<file path="config.mk">
export PLATFORM = sky130hd
export DESIGN_NAME = cmf_top
export DESIGN_NICKNAME = d
export VERILOG_FILES = /design/src/rtl/cmf_pkg.sv /design/src/rtl/cmf_ctl_reg.sv /design/src/rtl/cmf_seq.sv /design/src/rtl/cmf_port_arb.sv /design/src/rtl/cmf_top.sv
export SDC_FILE = /design/constraint.sdc
export NUM_CORES = 1
export LEC_CHECK = 0
export CORE_MARGIN = 4
export CORE_UTILIZATION = 56
export CTS_CLUSTER_SIZE = 28
export DETAILED_ROUTE_END_ITERATION = 6
export DONT_BUFFER_PORTS = 1
export PLACE_DENSITY = 0.79
export RECOVER_POWER = 100
export SYNTH_ARGS = -nofsm -noshare
export SYNTH_HDL_FRONTEND = slang
export SYNTH_SLANG_ARGS = --single-unit
</file>
<file path="constraint.sdc">
create_clock -name clk -period 1.28 [get_ports clk]
set_input_delay 0.256 -clock clk [delete_from_list [all_inputs] [get_ports clk]]
set_output_delay 0.256 -clock clk [all_outputs]
set_load 0.01 [all_outputs]
</file>
<file path="src/rtl/cmf_pkg.sv">
package cmf_pkg;
  localparam int STREAMS_DEF  = 32;
  localparam int CHANNELS_DEF = 256;
  localparam int WORD_W_DEF   = 16;
  localparam int PAT_W_DEF    = 3;
  localparam int FRAME_DEF    = 8192;  // clocks per frame period

  // control word bit positions
  localparam int ARM_BIT   = 0;
  localparam int START_BIT = 1;

  typedef enum logic {
    SEQ_IDLE = 1'b0,
    SEQ_RUN  = 1'b1
  } seq_state_e;
endpackage

</file>
<file path="src/rtl/cmf_ctl_reg.sv">
module cmf_ctl_reg
  import cmf_pkg::*;
#(
  parameter int WORD_W = WORD_W_DEF,
  parameter int PAT_W  = PAT_W_DEF
) (
  input  logic              clk,
  input  logic              rst_n,
  input  logic              ctl_wr,
  input  logic [WORD_W-1:0] ctl_wdata,
  input  logic              hw_clr_start,
  output logic              arm,
  output logic              start,
  output logic [PAT_W-1:0]  pattern,
  output logic [WORD_W-1:0] ctl_rdata
);
  logic [WORD_W-1:0] ctl_q, ctl_d;
  logic              ctl_en;

  always_comb begin
    ctl_d = ctl_q;
    if (ctl_wr) begin
      ctl_d            = ctl_wdata;
      ctl_d[START_BIT] = ctl_wdata[START_BIT] & ctl_wdata[ARM_BIT];
    end
    if (hw_clr_start) ctl_d[START_BIT] = 1'b0;  // hardware clear wins
  end

  assign ctl_en = ctl_wr | hw_clr_start;

  always_ff @(posedge clk or negedge rst_n) begin
    if (!rst_n)      ctl_q <= '0;
    else if (ctl_en) ctl_q <= ctl_d;
  end

  assign arm       = ctl_q[ARM_BIT];
  assign start     = ctl_q[START_BIT];
  assign pattern   = ctl_q[WORD_W-1 -: PAT_W];
  assign ctl_rdata = ctl_q;

  // a stored start bit always has arm beside it
  assert_start_needs_arm_R2: assert property (@(posedge clk) disable iff (!rst_n)
    start |-> arm);
endmodule

</file>
<file path="src/rtl/cmf_seq.sv">
module cmf_seq
  import cmf_pkg::*;
#(
  parameter int DEPTH  = STREAMS_DEF * CHANNELS_DEF,
  parameter int PAT_W  = PAT_W_DEF,
  localparam int ADDR_W = $clog2(DEPTH)
) (
  input  logic              clk,
  input  logic              rst_n,
  input  logic              arm,
  input  logic              start,
  input  logic [PAT_W-1:0]  pattern,
  output logic              run,
  output logic              seq_we,
  output logic [ADDR_W-1:0] seq_addr,
  output logic [PAT_W-1:0]  seq_pat,
  output logic              finish
);
  seq_state_e        state_q, state_d;
  logic [ADDR_W-1:0] cnt_q, cnt_d;
  logic [PAT_W-1:0]  pat_q, pat_d;
  logic              go, last, cnt_en;

  assign go     = (state_q == SEQ_IDLE) & arm & start;
  assign last   = (cnt_q == ADDR_W'(DEPTH - 1));
  assign run    = (state_q == SEQ_RUN);
  assign finish = run & (~arm | last);

  always_comb begin
    state_d = state_q;
    cnt_d   = cnt_q;
    pat_d   = pat_q;
    unique case (state_q)
      SEQ_IDLE: if (go) begin
        state_d = SEQ_RUN;
        cnt_d   = '0;
        pat_d   = pattern;  // captured once
      end
      SEQ_RUN: begin
        if (finish) state_d = SEQ_IDLE;
        else        cnt_d   = cnt_q + 1'b1;
      end
      default: state_d = SEQ_IDLE;
    endcase
  end

  assign cnt_en = go | run;

  always_ff @(posedge clk or negedge rst_n) begin
    if (!rst_n) begin
      state_q <= SEQ_IDLE;
      cnt_q   <= '0;
      pat_q   <= '0;
    end else if (cnt_en) begin
      state_q <= state_d;
      cnt_q   <= cnt_d;
      pat_q   <= pat_d;
    end
  end

  assign seq_we   = run & arm;
  assign seq_addr = cnt_q;
  assign seq_pat  = pat_q;

  // sweep pattern is frozen while running
  assert_pat_frozen_R4: assert property (@(posedge clk) disable iff (!rst_n)
    (run && $past(run)) |-> $stable(seq_pat));
  // a cleared arm ends the sweep on the next edge
  assert_abort_ends_R7: assert property (@(posedge clk) disable iff (!rst_n)
    (run && !arm) |=> !run);
endmodule

</file>
<file path="src/rtl/cmf_port_arb.sv">
module cmf_port_arb #(
  parameter int ADDR_W = 13,
  parameter int WORD_W = 16,
  parameter int PAT_W  = 3,
  localparam int LOW_W = WORD_W - PAT_W
) (
  input  logic              clk,
  input  logic              rst_n,
  input  logic              seq_run,
  input  logic              seq_we,
  input  logic [ADDR_W-1:0] seq_addr,
  input  logic [PAT_W-1:0]  seq_pat,
  input  logic              host_req,
  input  logic [ADDR_W-1:0] host_addr,
  input  logic [WORD_W-1:0] host_wdata,
  output logic              host_ready,
  output logic              mem_we,
  output logic [ADDR_W-1:0] mem_addr,
  output logic [WORD_W-1:0] mem_wdata
);
  always_comb begin
    host_ready = ~seq_run;
    if (seq_run) begin
      mem_we    = seq_we;
      mem_addr  = seq_addr;
      mem_wdata = {seq_pat, {LOW_W{1'b0}}};
    end else begin
      mem_we    = host_req;
      mem_addr  = host_addr;
      mem_wdata = host_wdata;
    end
  end

  // no host write reaches memory during a sweep
  assert_host_blocked_R6: assert property (@(posedge clk) disable iff (!rst_n)
    seq_run |-> !host_ready);
  // sweep words carry zeros below the pattern
  assert_low_zero_R4: assert property (@(posedge clk) disable iff (!rst_n)
    (seq_run && mem_we) |-> (mem_wdata[LOW_W-1:0] == '0));
endmodule

</file>
<file path="src/rtl/cmf_top.sv">
module cmf_top
  import cmf_pkg::*;
#(
  parameter int STREAMS      = STREAMS_DEF,
  parameter int CHANNELS     = CHANNELS_DEF,
  parameter int WORD_W       = WORD_W_DEF,
  parameter int PAT_W        = PAT_W_DEF,
  parameter int FRAME_CYCLES = FRAME_DEF,
  localparam int DEPTH  = STREAMS * CHANNELS,
  localparam int ADDR_W = $clog2(DEPTH),
  localparam int WIN_W  = $clog2(2 * FRAME_CYCLES) + 2
) (
  input  logic              clk,
  input  logic              rst_n,
  input  logic              ctl_wr,
  input  logic [WORD_W-1:0] ctl_wdata,
  output logic [WORD_W-1:0] ctl_rdata,
  input  logic              host_req,
  input  logic [ADDR_W-1:0] host_addr,
  input  logic [WORD_W-1:0] host_wdata,
  output logic              host_ready,
  output logic              mem_we,
  output logic [ADDR_W-1:0] mem_addr,
  output logic [WORD_W-1:0] mem_wdata,
  output logic              busy
);
  // asynchronous assert, synchronous release
  logic [1:0] rst_sync_q;
  logic       rst_sync_n;
  always_ff @(posedge clk or negedge rst_n) begin
    if (!rst_n) rst_sync_q <= '0;
    else        rst_sync_q <= {rst_sync_q[0], 1'b1};
  end
  assign rst_sync_n = rst_sync_q[1];

  logic             arm, start, run, seq_we, finish;
  logic [PAT_W-1:0] pattern, seq_pat;
  logic [ADDR_W-1:0] seq_addr;

  cmf_ctl_reg #(.WORD_W(WORD_W), .PAT_W(PAT_W)) u_ctl (
    .clk(clk), .rst_n(rst_sync_n), .ctl_wr(ctl_wr), .ctl_wdata(ctl_wdata),
    .hw_clr_start(finish), .arm(arm), .start(start), .pattern(pattern),
    .ctl_rdata(ctl_rdata)
  );

  cmf_seq #(.DEPTH(DEPTH), .PAT_W(PAT_W)) u_seq (
    .clk(clk), .rst_n(rst_sync_n), .arm(arm), .start(start), .pattern(pattern),
    .run(run), .seq_we(seq_we), .seq_addr(seq_addr), .seq_pat(seq_pat),
    .finish(finish)
  );

  cmf_port_arb #(.ADDR_W(ADDR_W), .WORD_W(WORD_W), .PAT_W(PAT_W)) u_arb (
    .clk(clk), .rst_n(rst_sync_n), .seq_run(run), .seq_we(seq_we),
    .seq_addr(seq_addr), .seq_pat(seq_pat), .host_req(host_req),
    .host_addr(host_addr), .host_wdata(host_wdata), .host_ready(host_ready),
    .mem_we(mem_we), .mem_addr(mem_addr), .mem_wdata(mem_wdata)
  );

  assign busy = run;

  // sweep-length window counter for the two-frame bound
  logic [WIN_W-1:0] win_q;
  always_ff @(posedge clk or negedge rst_sync_n) begin
    if (!rst_sync_n) win_q <= '0;
    else if (busy)   win_q <= win_q + 1'b1;
    else             win_q <= '0;
  end

  assert_two_frames_R5: assert property (@(posedge clk) disable iff (!rst_sync_n)
    busy |-> (win_q < WIN_W'(2 * FRAME_CYCLES)));
  assert_first_index_R3: assert property (@(posedge clk) disable iff (!rst_sync_n)
    $rose(busy) |-> (mem_addr == '0));
  assert_ascending_R3: assert property (@(posedge clk) disable iff (!rst_sync_n)
    (busy && $past(busy) && mem_we && $past(mem_we)) |-> (mem_addr == $past(mem_addr) + 1'b1));
  assert_start_cleared_R5: assert property (@(posedge clk) disable iff (!rst_sync_n)
    $fell(busy) |-> !ctl_rdata[START_BIT]);
  assert_no_write_disarmed_R7: assert property (@(posedge clk) disable iff (!rst_sync_n)
    (busy && !ctl_rdata[ARM_BIT]) |-> !mem_we);
endmodule

</file>
### Word-level counts from Yosys, hierarchy flattened

Cells that the tools add are included.

| word-level totals | value |
|---|---|
| memory bits (read-only) | 0 |
| register bits after elaboration | 35 |
| memories kept | 0 |
| bits in writable memories | 0 |
| bits in latches | 0 |
| output and inout bits | 48 |
| input bits | 49 |

| cells by class | value |
|---|---|
| shift operators | 0 |
| reduce and logical (&&, ||, !) cells | 5 |
| order comparisons | 0 |
| multiply operators | 0 |
| equality and inequality tests | 3 |
| $add $sub $neg | 1 |
| div/mod/pow operators | 0 |
| bitwise operators | 10 |
| muxes and demuxes | 11 |

Operators with widths:

| kind | count |
|---|---|
| 13-bit two-way mux | 3 |
| 13-bit case mux with 2 select lines | 1 |
| 16-bit two-way mux | 1 |
| 13-bit by 1-bit adder with 13-bit output (second input constant) | 1 |
| 13-bit == test (second input constant) | 1 |
| 3-bit AND reduction | 2 |
| 1-bit bitwise AND | 5 |
| 1-bit two-way mux | 4 |
| 2-bit AND reduction | 2 |
| 1-bit OR | 3 |
| 2-bit two-way mux | 1 |
| 2-bit by 1-bit inequality test with 1-bit output (second input constant) | 1 |
| 2-bit inequality test (second input constant) | 1 |
| 1-bit inverter | 2 |
| 1-bit case mux with 2 select lines | 1 |
| 2-bit nonzero test | 1 |

### Depth between registers and ports, before layout

| depth | value |
|---|---|
| word-level depth | 5 |
| mapped depth | 6 |
| gate-level depth less buffers | 5 |

### Modules after synthesis

A second synthesis with hierarchy kept.

| second synthesis, totals | value |
|---|---|
| cells, all modules | 175 |
| area, all modules | 2014.4 um^2 |

Modules (own cells, without submodules):

| module | sequential area each (um^2) | area each (um^2) | cells an instance | times used |
|---|---|---|---|---|
| cmf_seq | 425.4 | 924.6 | 97 | 1 |
| cmf_ctl_reg | 400.4 | 690.7 | 41 | 1 |
| cmf_port_arb | 0.0 | 345.3 | 34 | 1 |
| cmf_top | 50.0 | 53.8 | 3 | 1 |

### Least setup slack after synthesis

Ideal clock, no wire load.

| timing | value |
|---|---|
| path type | reg-to-reg |
| start | register u_seq.cnt_q[0] (netlist: u_seq.seq_addr[0]) |
| end | register u_seq.cnt_q[8] (netlist: u_seq.seq_addr[8]) |
| arrival time | 1.459 ns |
| cell stages (with the launch flop) | 6 |
| path buffers | 0 |
| period minus slack after synthesis | 1.587 ns |
| required time | 1.152 ns |
| library setup time | 0.128 ns |
| setup slack | -0.307 ns |
| path through | dfrtp_1 -> ha_1 -> nand4_1 -> o41ai_4 -> mux2i_1 -> o21ai_0 |

| on the way | value |
|---|---|
| word-level cells in the longest chain between the ends | 5 |

RTL lines:

| element | line | text |
|---|---|---|
| from (decl) | cmf_seq.sv:20 | `logic [ADDR_W-1:0] cnt_q, cnt_d;` |
| from (signal assigned) | cmf_seq.sv:56 | `cnt_q <= cnt_d;` |
| branches (longest 5 deep; another with 13-bit by 1-bit adder with 13-bit output) | - |  |

Several ways; the timed one is not identified. The select of a mux whose other input is x is not followed.
A chain may end at the register's enable or synchronous reset.

### Worst setup path after layout

| timing | value |
|---|---|
| start | register u_seq.cnt_q[1] (netlist: u_seq.seq_addr[1]) |
| end | register u_seq.cnt_q[6] (netlist: u_seq.seq_addr[6]) |

Same word-level chain as after synthesis.

==> key figures <==
Run status
  – Status: complete, but fails checks
  – Failing checks: setup timing

Timing
  – Fin Clk Skew: between 0.009 and 0.01 ns
  – Fmax: ~600 MHz
  – RSZ-0062 raised after global routing: true
  – Endpoints failing hold: 0
  – Least-Margin Pin Slew: roughly 0.79 ns
  – Final Critical Period: around 1.7 ns
  – Setup ws final: -0.385 ns
  – Slew Limit Fails: 0
  – Final Setup Violations: between 40 and 50
  – Tcrit/Tclk final: 130%
  – Relative slew slack: 47.1%

Die
  – Die Wd: about 66 microns
  – Starting density of the core: around three fifths
  – Core area: around 3200 sq um
  – Die area: ~4400 sq um
  – Die H: roughly 66 microns
  – # IOs: 97
  – Rows: 20

Global route
  – Vias in the first global route: 1,603
  – GR Util All Layers: between 20% and 30%
  – First-pass GRT wire length: ~7.6 mm
  – Largest net degree at the start of global routing: 34
  – Initial antenna violation count: 0
  – GR Overflow Total: 0

Logic synthesis
  – Ys async rst share: 100%
  – Prevailing post-synth register cell: dfrtp_1
  – Synth Area per Inst: 10.7 sq um
  – Sequential element share of the synthesized area: 46.2%
  – Synthesis-stage register bit count: 35
  – Synth warn: 0
  – Syn nets: approximately 230
  – Post-synth EDFFs: 0
  – Cells after Synth: between 150 and 200
  – Post-Synthesis Cell Area: between 1500 and 2000 sq um
  – Post-synthesis cell type count: 40

Worst setup path
  – Crit path DAT: approximately 1.9 ns
  – CP Capture Type: flop
  – Critical path class: reg -> reg
  – Origin of the critical flop-to-flop path: u_seq.seq_addr[1]
  – CP startpoint: u_seq.seq_addr[1]
  – Setup crit start kind: flop
  – Largest fanout on the critical path: 7
  – Data required, critical path: between 1.5 and 2 ns

Worst hold path
  – Hold Path Class: in -> reg
  – Hold Path Origin: ctl_wdata[15]

Power and ir drop
  – Comb power frac: 27.4%
  – Leakage: between 1 and 1.5 nW
  – Cell Pwr Density: 1290 nW/um^2
  – Clock network power share: between 30 and 40%
  – P_int: 0.00230 W
  – Switch share: 29.8%
  – Final Total Pwr: roughly 0.0033 W
  – Peak VDD IR: 1.36 mV
  – P_sw: 0.000976 W
  – Sequential share of power: a little over two fifths

CTS
  – Root Buffer: clkbuf_4
  – Htree depth: 2
  – Clock sinks: 35
  – Worst-Skew Late Latency: about 0.34 ns
  – Num CTS Buffers: 5
  – CTS tree: built
  – Clock slew at reported path FFs: about 0.11 ns
  – Clock buffer depth: 2

Finish
  – Nets: ~260
  – Ant. Diodes: 0
  – Non-filler instance count after layout: approximately 250
  – Share of cells above drive strength 1: between 50% and 60%
  – Fill count: approximately 210
  – Final core utilization: between 80 and 90%
  – Post-route cell area: roughly 2500 sq um
  – Area growth syn-to-layout: 33.4%

Route
  – Detailed-route vias per instance: about 6
  – DRT iter0 DRCs: between 80 and 90
  – Drt first pass iters: 5
  – WL/cell: between 20 and 25 microns
  – Remaining DRCs: 0
  – Post-route ant nets: 0
  – Final wirelength: slightly above 5 mm
  – Via count: around 1,500

Placement
  – DPL Wire Length: between 3 and 4 mm
  – Placed cell count: ~240
  – Placed Area: approximately 2100 sq um
  – IO Port Bufs: 0
  – GPL Wtd Cong: between 0.8 and 0.9

Job
  – Max-cap violations: 0
-- registers in the layout, summed over array words and instances (netlist names) --
name / flops
u_seq.seq_addr: 13
u_seq.run: 1
u_ctl.ctl_rdata: 16
u_seq.seq_pat: 3
rst_sync_q: 2
-- worst paths after layout --
path	end	slack [ns]	cells after the start
setup / recovery	u_seq.seq_addr[6]	-0.38	6
hold / removal	u_ctl.ctl_rdata[15]	0.06	1
setup reg to reg	u_seq.seq_addr[6]	-0.38	6
hold reg to reg	rst_sync_q[1]	0.36	0
max in group asynchronous	u_seq.run	0.32	1
min in group asynchronous	rst_sync_q[1]	0.14	1
-- area by class of cell --
class | count | area, sq um | area share, %
multi-input combinational | 123 | 1140 | 45.1
tap | 44 | 55.1 | 2.17
clock buffer | 5 | 37.5 | 1.48
sequential | 35 | 877 | 34.7
timing repair buffer | 37 | 315 | 12.5
inverter | 7 | 36.3 | 1.43
clock inverter | 3 | 67.6 | 2.67
-- Yosys cell counts, types with 2 or more instances --
cell      number  area (sq um)
dfrtp_1       35           876
mux2_2        31           349
nand2_1       16          60.1
nor2b_1       16           100
o21ai_0       13          65.1
inv_1          6          22.5
nand3_1        6          30.0
clkbuf_1       5          18.8
mux2i_1        4          40.0
nor2_1         4          15.0
nor3_1         4          20.0
a21oi_1        3          15.0
buf_4          3          22.5
nand4_1        3          18.8
buf_2          2          10.0
o31ai_1        2          15.0
-- routing by layer --
metal	part of all wire [%]	wire length, microns	up-vias	GRT usage (%)
met5	0	0	-	0
met4	1.7	89	0	9.90
met3	8.5	438	8	7.82
met2	52	2650	86	38.7
met1	38	1960	731	28.1
li1	-	-	679	-
-- cell usage in the layout, fill, tap and decap left out, types with 5 or more instances in the layout --
cell	n
buf_4	25
buf_6	6
clkbuf_4	5
dfrtp_1	34
inv_1	5
mux2_2	22
mux2_4	9
nand2_1	5
nand2_2	10
nor2b_1	12
o21ai_2	9
-- critical path: stages, from the launching register on --
cell     delay (ns)
dfrtp_1        0.40
ha_2           0.19
nand4_1        0.18
o41ai_4        0.08
buf_6          0.15
or4_1          0.49
nand3_1        0.10
-- power groups by stage --
stage | combinational, W | clock [W] | sequential [W]
after global placement | 0.000709 | 0 | 0.00139
after floorplan | 0.000526 | 0 | 0.00141
after CTS | 0.000851 | 0.00101 | 0.00139
final | 0.000897 | 0.000987 | 0.00139
after detailed placement | 0.000739 | 0 | 0.00141
after global routing | 0.000972 | 0.00106 | 0.00141
-- metrics by stage --
step	setup TNS, ns	hold WS [ns]	setup slack (ns)
6_report	-11.47	0.0618	-0.385
5_1_grt	-14.47	0.0401	-0.434
4_1_cts	-11.69	0.0382	-0.364
3_5_place_dp	-4.55	-0.0395	-0.339
3_3_place_gp	-2.81	-0.0395	-0.272
2_1_floorplan	-3.55	-0.0396	-0.305
-- logic make-up after synthesis --
logic type,synth area share (%)
AO/OA/AOI/OAI,10.5
adder cells (fa/ha/maj),0.660
buffers and inverters,4.88
AND/OR/NAND/NOR,17.1
multiplexers,20.5
flip-flops,46.2
other,0.198
-- what timing repair did --
action | CTS | global route
hold buffers | 1 | 0
endpoints found under the setup margin | 50 | 50
gates resized for setup | 45 | 28
endpoints found under the hold margin | 2 | 0
pin swaps | 13 | 5
setup buffers | 7 | 1
(Power assumes the default switching activity.)
